**config.mk**
```make
export PLATFORM = sky130hd
export DESIGN_NAME = des3_core
export DESIGN_NICKNAME = d
export VERILOG_FILES = /design/src/rtl/des3_pkg.sv /design/src/rtl/des3_sbox.sv /design/src/rtl/des3_round.sv /design/src/rtl/des3_keysched.sv /design/src/rtl/des3_ctrl.sv /design/src/rtl/des3_core.sv
export SDC_FILE = /design/constraint.sdc
export NUM_CORES = 1
export LEC_CHECK = 0
export BUFFER_PORTS_ARGS = -buffer_cell sky130_fd_sc_hd__buf_2
export CAP_MARGIN = 5
export CORE_AREA = 2 2 206 208
export CTS_CLUSTER_DIAMETER = 60
export DETAILED_ROUTE_END_ITERATION = 7
export DIE_AREA = 0 0 208 210
export GPL_ROUTABILITY_DRIVEN = 0
export PLACE_DENSITY = 0.87
export SLEW_MARGIN = 20
export SYNTH_ARGS = -nofsm -noshare
export SYNTH_HDL_FRONTEND = slang
export SYNTH_SLANG_ARGS = --single-unit
```
**constraint.sdc**
```tcl
create_clock -name clk_i -period 3.15 [get_ports clk_i]
set_input_delay 0.315 -clock clk_i [delete_from_list [all_inputs] [get_ports clk_i]]
set_output_delay 0.315 -clock clk_i [all_outputs]
set_load 0.03 [all_outputs]
```
**src/rtl/des3_pkg.sv**
```systemverilog
package des3_pkg;
  localparam int WORD_W    = 32;
  localparam int BLOCK_W   = 2 * WORD_W;
  localparam int KEY_W     = 56;
  localparam int HALF_W    = KEY_W / 2;
  localparam int SUB_W     = 48;
  localparam int ROUNDS    = 16;
  localparam int PASSES    = 3;
  localparam int KEY_WORDS = 2 * PASSES;
  localparam int RND_W     = $clog2(ROUNDS);
  localparam int PASS_W    = $clog2(PASSES);
  localparam int WIDX_W    = $clog2(KEY_WORDS);
  localparam int NBOX      = 8;

  typedef enum logic [2:0] {
    ST_IDLE, ST_KREQ, ST_KCAP, ST_THI, ST_TLO, ST_RUN, ST_OUT1, ST_OUT2
  } seq_st_e;

  localparam int PC1_T [56] = '{
    57, 49, 41, 33, 25, 17,  9,  1, 58, 50, 42, 34, 26, 18,
    10,  2, 59, 51, 43, 35, 27, 19, 11,  3, 60, 52, 44, 36,
    63, 55, 47, 39, 31, 23, 15,  7, 62, 54, 46, 38, 30, 22,
    14,  6, 61, 53, 45, 37, 29, 21, 13,  5, 28, 20, 12,  4};

  localparam int PC2_T [48] = '{
    14, 17, 11, 24,  1,  5,  3, 28, 15,  6, 21, 10,
    23, 19, 12,  4, 26,  8, 16,  7, 27, 20, 13,  2,
    41, 52, 31, 37, 47, 55, 30, 40, 51, 45, 33, 48,
    44, 49, 39, 56, 34, 53, 46, 42, 50, 36, 29, 32};

  localparam int PERM_T [32] = '{
    16,  7, 20, 21, 29, 12, 28, 17,  1, 15, 23, 26,  5, 18, 31, 10,
     2,  8, 24, 14, 32, 27,  3,  9, 19, 13, 30,  6, 22, 11,  4, 25};

  // rows 0..3 of each box, 16 nibbles per row, first column leftmost
  localparam logic [255:0] SBOX_T [NBOX] = '{
    256'hE4D12FB83A6C5907_0F74E2D1A6CB9538_41E8D62BFC973A50_FC8249175B3EA06D,
    256'hF18E6B34972DC05A_3D47F28EC01A69B5_0E7BA4D158C6932F_D8A13F42B67C05E9,
    256'hA09E63F51DC7B428_D70934A6285ECBF1_D6498F30B12C5AE7_1AD069874FE3B52C,
    256'h7DE3069A1285BC4F_D8B56F03472C1AE9_A690CB7DF13E5284_3F06A1D8945BC72E,
    256'h2C417AB6853FD0E9_EB2C47D150FA3986_421BAD78F9C5630E_B8C71E2D6F09A453,
    256'hC1AF92680D34E75B_AF427C9561DE0B38_9EF528C3704A1DB6_432C95FABE17608D,
    256'h4B2EF08D3C975A61_D0B7491AE35C2F86_14BDC37EAF680592_6BD814A7950FE23C,
    256'hD2846FB1A93E50C7_1FD8A374C56B0E92_7B419CE206ADF358_21E74A8DFC90356B};

  // Source bit (1 = MSB) of initial-permutation output position i
  function automatic int ip_src(input int i);
    int r, c;
    r = i / 8;
    c = i % 8;
    return (r < 4) ? (58 + 2 * r - 8 * c) : (57 + 2 * (r - 4) - 8 * c);
  endfunction

  function automatic logic [BLOCK_W-1:0] ip_f(input logic [BLOCK_W-1:0] x);
    logic [BLOCK_W-1:0] y;
    for (int i = 0; i < BLOCK_W; i++) y[BLOCK_W-1-i] = x[BLOCK_W-ip_src(i)];
    return y;
  endfunction

  function automatic logic [BLOCK_W-1:0] fp_f(input logic [BLOCK_W-1:0] y);
    logic [BLOCK_W-1:0] x;
    for (int i = 0; i < BLOCK_W; i++) x[BLOCK_W-ip_src(i)] = y[BLOCK_W-1-i];
    return x;
  endfunction

  function automatic logic [KEY_W-1:0] pc1_f(input logic [BLOCK_W-1:0] k);
    logic [KEY_W-1:0] y;
    for (int i = 0; i < KEY_W; i++) y[KEY_W-1-i] = k[BLOCK_W-PC1_T[i]];
    return y;
  endfunction

  function automatic logic [SUB_W-1:0] pc2_f(input logic [KEY_W-1:0] cd);
    logic [SUB_W-1:0] y;
    for (int i = 0; i < SUB_W; i++) y[SUB_W-1-i] = cd[KEY_W-PC2_T[i]];
    return y;
  endfunction

  function automatic logic [SUB_W-1:0] expand_f(input logic [WORD_W-1:0] r);
    logic [SUB_W-1:0] e;
    int s;
    for (int j = 0; j < SUB_W; j++) begin
      s = 4 * (j / 6) + (j % 6);
      if (s == 0) s = WORD_W;
      if (s == WORD_W + 1) s = 1;
      e[SUB_W-1-j] = r[WORD_W-s];
    end
    return e;
  endfunction

  function automatic logic [WORD_W-1:0] perm_f(input logic [WORD_W-1:0] s);
    logic [WORD_W-1:0] p;
    for (int i = 0; i < WORD_W; i++) p[WORD_W-1-i] = s[WORD_W-PERM_T[i]];
    return p;
  endfunction

  // Schedule step idx (0-based) moves by two places except at 0, 1, 8, 15
  function automatic logic shift_two(input logic [RND_W-1:0] idx);
    return !(idx == 4'd0 || idx == 4'd1 || idx == 4'd8 || idx == 4'd15);
  endfunction

  function automatic logic [HALF_W-1:0] rot28(input logic [HALF_W-1:0] v,
                                              input logic left, input logic two);
    if (left) return two ? {v[HALF_W-3:0], v[HALF_W-1:HALF_W-2]} : {v[HALF_W-2:0], v[HALF_W-1]};
    else      return two ? {v[1:0], v[HALF_W-1:2]} : {v[0], v[HALF_W-1:1]};
  endfunction

  function automatic logic [KEY_W-1:0] cd_rot(input logic [KEY_W-1:0] cd,
                                              input logic left, input logic two);
    return {rot28(cd[KEY_W-1:HALF_W], left, two), rot28(cd[HALF_W-1:0], left, two)};
  endfunction
endpackage

```
**src/rtl/des3_sbox.sv**
```systemverilog
module des3_sbox
  import des3_pkg::*;
#(
  parameter int BOX = 0
) (
  input  logic [5:0] addr_i,
  output logic [3:0] dat_o
);
  localparam logic [255:0] TBL = SBOX_T[BOX];

  logic [5:0] idx;
  assign idx   = {addr_i[5], addr_i[0], addr_i[4:1]};
  assign dat_o = TBL[(63 - idx) * 4 +: 4];
endmodule

```
**src/rtl/des3_round.sv**
```systemverilog
module des3_round
  import des3_pkg::*;
(
  input  logic [BLOCK_W-1:0] st_i,
  input  logic [SUB_W-1:0]   subkey_i,
  input  logic               last_i,
  output logic [BLOCK_W-1:0] st_o
);
  logic [WORD_W-1:0] l_w, r_w, s_w, f_w, l_new;
  logic [SUB_W-1:0]  x_w;

  assign l_w = st_i[BLOCK_W-1:WORD_W];
  assign r_w = st_i[WORD_W-1:0];
  assign x_w = expand_f(r_w) ^ subkey_i;

  for (genvar g = 0; g < NBOX; g++) begin : g_box
    des3_sbox #(.BOX(g)) u_sbox (
      .addr_i (x_w[SUB_W-1-6*g -: 6]),
      .dat_o  (s_w[WORD_W-1-4*g -: 4])
    );
  end

  assign f_w   = perm_f(s_w);
  assign l_new = l_w ^ f_w;
  // halves stay in place after the last round of a pass
  assign st_o  = last_i ? {l_new, r_w} : {r_w, l_new};
endmodule

```
**src/rtl/des3_keysched.sv**
```systemverilog
module des3_keysched
  import des3_pkg::*;
(
  input  logic             clk_i,
  input  logic             rst_ni,
  input  logic             load_i,
  input  logic             ld_dec_i,
  input  logic [KEY_W-1:0] key_i,
  input  logic             step_i,
  input  logic [RND_W-1:0] rnd_i,
  output logic [SUB_W-1:0] subkey_o
);
  logic [KEY_W-1:0] kw_q;
  logic             dec_q;

  always_ff @(posedge clk_i or negedge rst_ni) begin
    if (!rst_ni) begin
      kw_q  <= '0;
      dec_q <= 1'b0;
    end else if (load_i) begin
      kw_q  <= ld_dec_i ? key_i : cd_rot(key_i, 1'b1, 1'b0);
      dec_q <= ld_dec_i;
    end else if (step_i) begin
      if (dec_q) kw_q <= cd_rot(kw_q, 1'b0, shift_two(4'd15 - rnd_i));
      else       kw_q <= cd_rot(kw_q, 1'b1, shift_two(rnd_i + 4'd1));
    end
  end

  assign subkey_o = pc2_f(kw_q);
endmodule

```
**src/rtl/des3_ctrl.sv**
```systemverilog
module des3_ctrl
  import des3_pkg::*;
(
  input  logic              clk_i,
  input  logic              rst_ni,
  output logic              givekey_o,
  output logic              ready_o,
  output logic              out_hi_o,
  output logic              key_cap_o,
  output logic [WIDX_W-1:0] widx_o,
  output logic              text_hi_o,
  output logic              text_lo_o,
  output logic              run_o,
  output logic              last_o,
  output logic [RND_W-1:0]  rnd_o,
  output logic              key_load_o,
  output logic [PASS_W-1:0] ld_pass_o
);
  seq_st_e           st_q, st_d;
  logic [WIDX_W-1:0] widx_q;
  logic [RND_W-1:0]  rnd_q;
  logic [PASS_W-1:0] pass_q;
  logic              last_pass;

  assign last_pass = (pass_q == PASS_W'(PASSES - 1));
  assign last_o    = (rnd_q == RND_W'(ROUNDS - 1));

  always_comb begin
    st_d = st_q;
    unique case (st_q)
      ST_IDLE: st_d = ST_KREQ;
      ST_KREQ: st_d = ST_KCAP;
      ST_KCAP: st_d = (widx_q == WIDX_W'(KEY_WORDS - 1)) ? ST_THI : ST_KREQ;
      ST_THI:  st_d = ST_TLO;
      ST_TLO:  st_d = ST_RUN;
      ST_RUN:  st_d = (last_o && last_pass) ? ST_OUT1 : ST_RUN;
      ST_OUT1: st_d = ST_OUT2;
      ST_OUT2: st_d = ST_KREQ;
      default: st_d = ST_IDLE;
    endcase
  end

  always_ff @(posedge clk_i or negedge rst_ni) begin
    if (!rst_ni) begin
      st_q   <= ST_IDLE;
      widx_q <= '0;
      rnd_q  <= '0;
      pass_q <= '0;
    end else begin
      st_q <= st_d;
      if (st_q == ST_KCAP) widx_q <= widx_q + 1'b1;
      else if (st_q == ST_OUT2) widx_q <= '0;
      if (st_q == ST_TLO) begin
        rnd_q  <= '0;
        pass_q <= '0;
      end else if (st_q == ST_RUN) begin
        rnd_q <= rnd_q + 1'b1;
        if (last_o) pass_q <= pass_q + 1'b1;
      end
    end
  end

  assign givekey_o  = (st_q == ST_KREQ);
  assign ready_o    = (st_q == ST_OUT1) || (st_q == ST_OUT2);
  assign out_hi_o   = (st_q == ST_OUT1);
  assign key_cap_o  = (st_q == ST_KCAP);
  assign widx_o     = widx_q;
  assign text_hi_o  = (st_q == ST_THI);
  assign text_lo_o  = (st_q == ST_TLO);
  assign run_o      = (st_q == ST_RUN);
  assign rnd_o      = rnd_q;
  assign key_load_o = text_lo_o || (run_o && last_o && !last_pass);
  assign ld_pass_o  = text_lo_o ? '0 : pass_q + 1'b1;
endmodule

```
**src/rtl/des3_core.sv**
```systemverilog
module des3_core
  import des3_pkg::*;
(
  input  logic        clk_i,
  input  logic        rst_ni,
  input  logic        decrypt_i,
  input  logic [31:0] data_i,
  output logic [31:0] data_o,
  output logic        ready_o,
  output logic        givekey_o
);
  logic              out_hi, key_cap, text_hi, text_lo, run, last, key_load;
  logic [WIDX_W-1:0] widx;
  logic [RND_W-1:0]  rnd;
  logic [PASS_W-1:0] ld_pass, ld_idx;
  logic              ld_dec;

  logic [WORD_W-1:0]  hold_q;
  logic [KEY_W-1:0]   keys_q [PASSES];
  logic               dec_q;
  logic [BLOCK_W-1:0] text_q, text_nxt, res_w;
  logic [SUB_W-1:0]   subkey;

  des3_ctrl u_ctrl (
    .clk_i      (clk_i),
    .rst_ni     (rst_ni),
    .givekey_o  (givekey_o),
    .ready_o    (ready_o),
    .out_hi_o   (out_hi),
    .key_cap_o  (key_cap),
    .widx_o     (widx),
    .text_hi_o  (text_hi),
    .text_lo_o  (text_lo),
    .run_o      (run),
    .last_o     (last),
    .rnd_o      (rnd),
    .key_load_o (key_load),
    .ld_pass_o  (ld_pass)
  );

  always_ff @(posedge clk_i or negedge rst_ni) begin
    if (!rst_ni) begin
      hold_q <= '0;
      dec_q  <= 1'b0;
      text_q <= '0;
      for (int i = 0; i < PASSES; i++) keys_q[i] <= '0;
    end else begin
      if (key_cap) begin
        if (!widx[0]) hold_q <= data_i;
        else keys_q[widx[WIDX_W-1:1]] <= pc1_f({hold_q, data_i});
      end
      if (text_hi) begin
        hold_q <= data_i;
        dec_q  <= decrypt_i;
      end
      if (text_lo) text_q <= ip_f({hold_q, data_i});
      else if (run) text_q <= text_nxt;
    end
  end

  // decrypt runs the keys in reverse; the middle pass flips direction
  assign ld_idx = dec_q ? PASS_W'(PASSES - 1) - ld_pass : ld_pass;
  assign ld_dec = dec_q ^ (ld_pass == PASS_W'(1));

  des3_keysched u_ks (
    .clk_i    (clk_i),
    .rst_ni   (rst_ni),
    .load_i   (key_load),
    .ld_dec_i (ld_dec),
    .key_i    (keys_q[ld_idx]),
    .step_i   (run),
    .rnd_i    (rnd),
    .subkey_o (subkey)
  );

  des3_round u_round (
    .st_i     (text_q),
    .subkey_i (subkey),
    .last_i   (last),
    .st_o     (text_nxt)
  );

  assign res_w  = fp_f(text_q);
  assign data_o = !ready_o ? '0 : (out_hi ? res_w[BLOCK_W-1:WORD_W] : res_w[WORD_W-1:0]);
endmodule

```
==> metrics.yaml <==
drtPass1Iterations: 8
gr-total-overflow: 0
grt_max_degree: 87
die-area_mm2: 0.0437
std_cell_rows: 75
synth_compound_area_frac: 0.181
synth_xor_area_frac: 0.0578
insertion_delay_ps: 550
critPathMaxFanout: 10
maxCapViolCount: 0
die_h_um: 210
min_path_type: "in2reg"
power.leakage_nw: 11.0
synth_top_family_by_area: "multiplexers"
synthSimpleGateAreaFrac: 0.101
synth_top_area_share: 0.352
setup_viol: 0
violations: "design-rule violations"
ant_nets: 0
fin_cells: 3018
antenna_cells: 0
clock_path_buffers: 3
synth-async-reset-ratio: 1.00
hold_viol: 0
worst_pin_slew_ps: 1150
peakVddDrop_mv: 0.479
cts_max_level: 2
crit_path_end_kind: "flop"
track_usage: 0.328
syn_area_mm2: 0.0237
synth_edf_count: 0
p_per_area_mw_per_mm2: 938
cp-start-kind: "flop"
yosys.cell_types.count: 80
synthFlopType: "dfrtp_1"
initial_core_util: 0.572
holdWs_ps: 22.1
routed_wl_um: 73300
switchingPower_w: 0.0112
ys_seq_area_frac: 0.352
die-width_um: 208
grt_pass1_vias: 20988
synthCells: 2468
synth_area_leader_cell: "dfrtp_1"
power_frac_clock: 0.174
hp-start: "data_i[0]"
root_buffer: "clkbuf_16"
pre_cts_ws_ps: 153
synth_nets: 2573
ys_warn_count: 0
drc: 1
period_share: 0.971
coreArea_mm2: 0.0415
cts_tree: "built"
vias_per_cell: 7.08
fin_nets: 2560
synth.area.mux_share: 0.222
synth_common_cells: "334 x dfrtp_1, 260 x mux2_2, 221 x nor2_1, 176 x mux2i_1, 171 x a21oi_1"
ys_seq_elements: 334
timing.final.ws_setup_ps: 89.8
synthMostInstantiatedCell: "dfrtp_1"
clk_pin_slew_ps: 60
critPathRequiredTime_ps: 3560
antenna_found_initial: 1
num_io_pins: 69
grt_first_pass_wirelength_um: 116000
critical_path_class: "reg2reg"
p_comb_frac: 0.572
num_vias: 21379
cts_num_sinks: 334
wl_per_cell_um: 24.3
slew_viol_final: 0
seqPwrFrac: 0.255
slew_headroom: 0.231
portBuffers: 68
dp_cells: 2952
p_total_w: 0.0245
dp_hpwl_um: 49200
post_cts_buffers: 0
avgSynthCellArea_um2: 9.61
ys_top_cells_by_area: "dfrtp_1 35%, mux2_2 12%, mux2i_1 7.4%, ha_1 3.7%, a21oi_1 3.6%"
post-route-util: 0.628
fmax_mhz: 327
fillers: 3011
area_growth_pct: 9.81
cts_buffers: 37
p_int_w: 0.0133
p_sw_frac: 0.456
drtIter0Drc: 3315
finClkSkew_ps: 17.1
r2r_start: "text_q[20]"
synth_fa_ha_area_frac: 0.0369
worstSetupStartpoint: "text_q[20]"
crit_arrival_ps: 3470
layout-drive-gt1-share: 0.226
period_needed_ps: 3060
status: "finished, violations left"
[flip-flops by register name, summed over array words and instances (netlist names)]
register / count
dec_q: 1
hold_q: 32
u_ctrl.st_q: 3
u_ks.kw_q: 56
keys_q: 168
u_ctrl.widx_o: 3
u_ctrl.pass_q: 2
text_q: 64
u_ks.dec_q: 1
u_ctrl.rnd_o: 4
[layout by cell type, fill, tap and decap left out, types with 11 or more instances in the layout]
| master | synthesis | routed |
|---|---|---|
| dfrtp_1 | 334 | 332 |
| mux2_2 | 260 | 260 |
| nor2_1 | 221 | 220 |
| mux2i_1 | 176 | 176 |
| a21oi_1 | 171 | 171 |
| nand2_1 | 165 | 162 |
| o21ai_0 | 139 | 139 |
| buf_4 | 8 | 81 |
| xnor2_1 | 73 | 71 |
| ha_1 | 70 | 70 |
| buf_2 | 66 | 67 |
| o221ai_1 | 63 | 62 |
| a221oi_1 | 61 | 61 |
| and3_1 | 57 | 57 |
| inv_1 | 52 | 52 |
| clkbuf_16 | 0 | 40 |
| xor2_1 | 39 | 39 |
| nand3_1 | 36 | 35 |
| nor3_1 | 33 | 32 |
| o211ai_1 | 25 | 25 |
| mux4_2 | 24 | 24 |
| a211oi_1 | 21 | 21 |
| o22ai_1 | 19 | 19 |
| a31oi_1 | 17 | 17 |
| o31ai_1 | 16 | 15 |
| o2bb2ai_1 | 13 | 13 |
| buf_12 | 0 | 13 |
| o21ai_1 | 14 | 11 |
[worst max-delay path, stage by stage (launching register included)]
cell	delay (ps)
dfrtp_1	610
xor2_4	360
ha_1	380
inv_1	140
nor3_1	60
a2111oi_0	580
nor3_1	120
a21oi_1	170
xor2_1	350
o22ai_1	150
[final cells by class]
| type | count | area [um2] | area share |
|---|---|---|---|
| timing repair buffer | 166 | 1270 | 0.0489 |
| multi-input combinational | 1856 | 14400 | 0.551 |
| inverter | 60 | 228 | 0.00874 |
| sequential | 334 | 8360 | 0.321 |
| clock buffer | 51 | 1060 | 0.0407 |
| tap | 539 | 674 | 0.0259 |
| clock inverter | 12 | 97.6 | 0.00375 |
[worst paths after layout]
kind | to | slack (ps) | cells after the start
max reg2reg | text_q[8] | 90 | 9
min | hold_q[0] | 20 | 2
min in group asynchronous | keys_q[129] | 340 | 2
min reg2reg | keys_q[23] | 510 | 1
max in group asynchronous | hold_q[24] | 1850 | 3
max | text_q[8] | 90 | 9
[cells by family (layout without fill, tap and decap cells)]
logic type | Yosys count | in the layout
buffers and inverters | 278 | 289
muxes | 462 | 462
and+or+nand+nor | 547 | 547
adders and majority gates | 70 | 70
AOI/OAI and AO/OA | 643 | 643
DFF | 334 | 334
xor gates and xnor gates | 134 | 134
[through the flow]
step / area [um2] / setup TNS (ps)
final: 26100 / 0
after global routing: 26100 / -58.8
after CTS: 26000 / 0
after detailed placement: 24800 / 0
after global placement: 24800 / 0
after floorplan: 23700 / 0
[layer usage]
metal,vias to the layer above,share of wire,GRT usage
met4,2,0.061,0.185
met2,1636,0.44,0.496
li1,9058,-,-
met1,10306,0.37,0.422
met5,-,0.00018,0
met3,377,0.13,0.0995
[power groups by stage]
| stage | combinational [W] | sequential (W) | clock (W) |
|---|---|---|---|
| 2_1_floorplan | 0.0105 | 0.00557 | 0 |
| 3_3_place_gp | 0.0126 | 0.00613 | 0 |
| 3_5_place_dp | 0.0133 | 0.00619 | 0 |
| 4_1_cts | 0.0134 | 0.00612 | 0.00426 |
| 5_1_grt | 0.0150 | 0.00626 | 0.00444 |
| 6_report | 0.0140 | 0.00623 | 0.00424 |
[timing repair]
item | CTS | global route
resized for setup | 0 | 5
setup endpoints to repair | 0 | 7
hold endpoints to repair | 78 | 0
hold buffers | 2 | 0
Power figures use the tool's default switching activity.
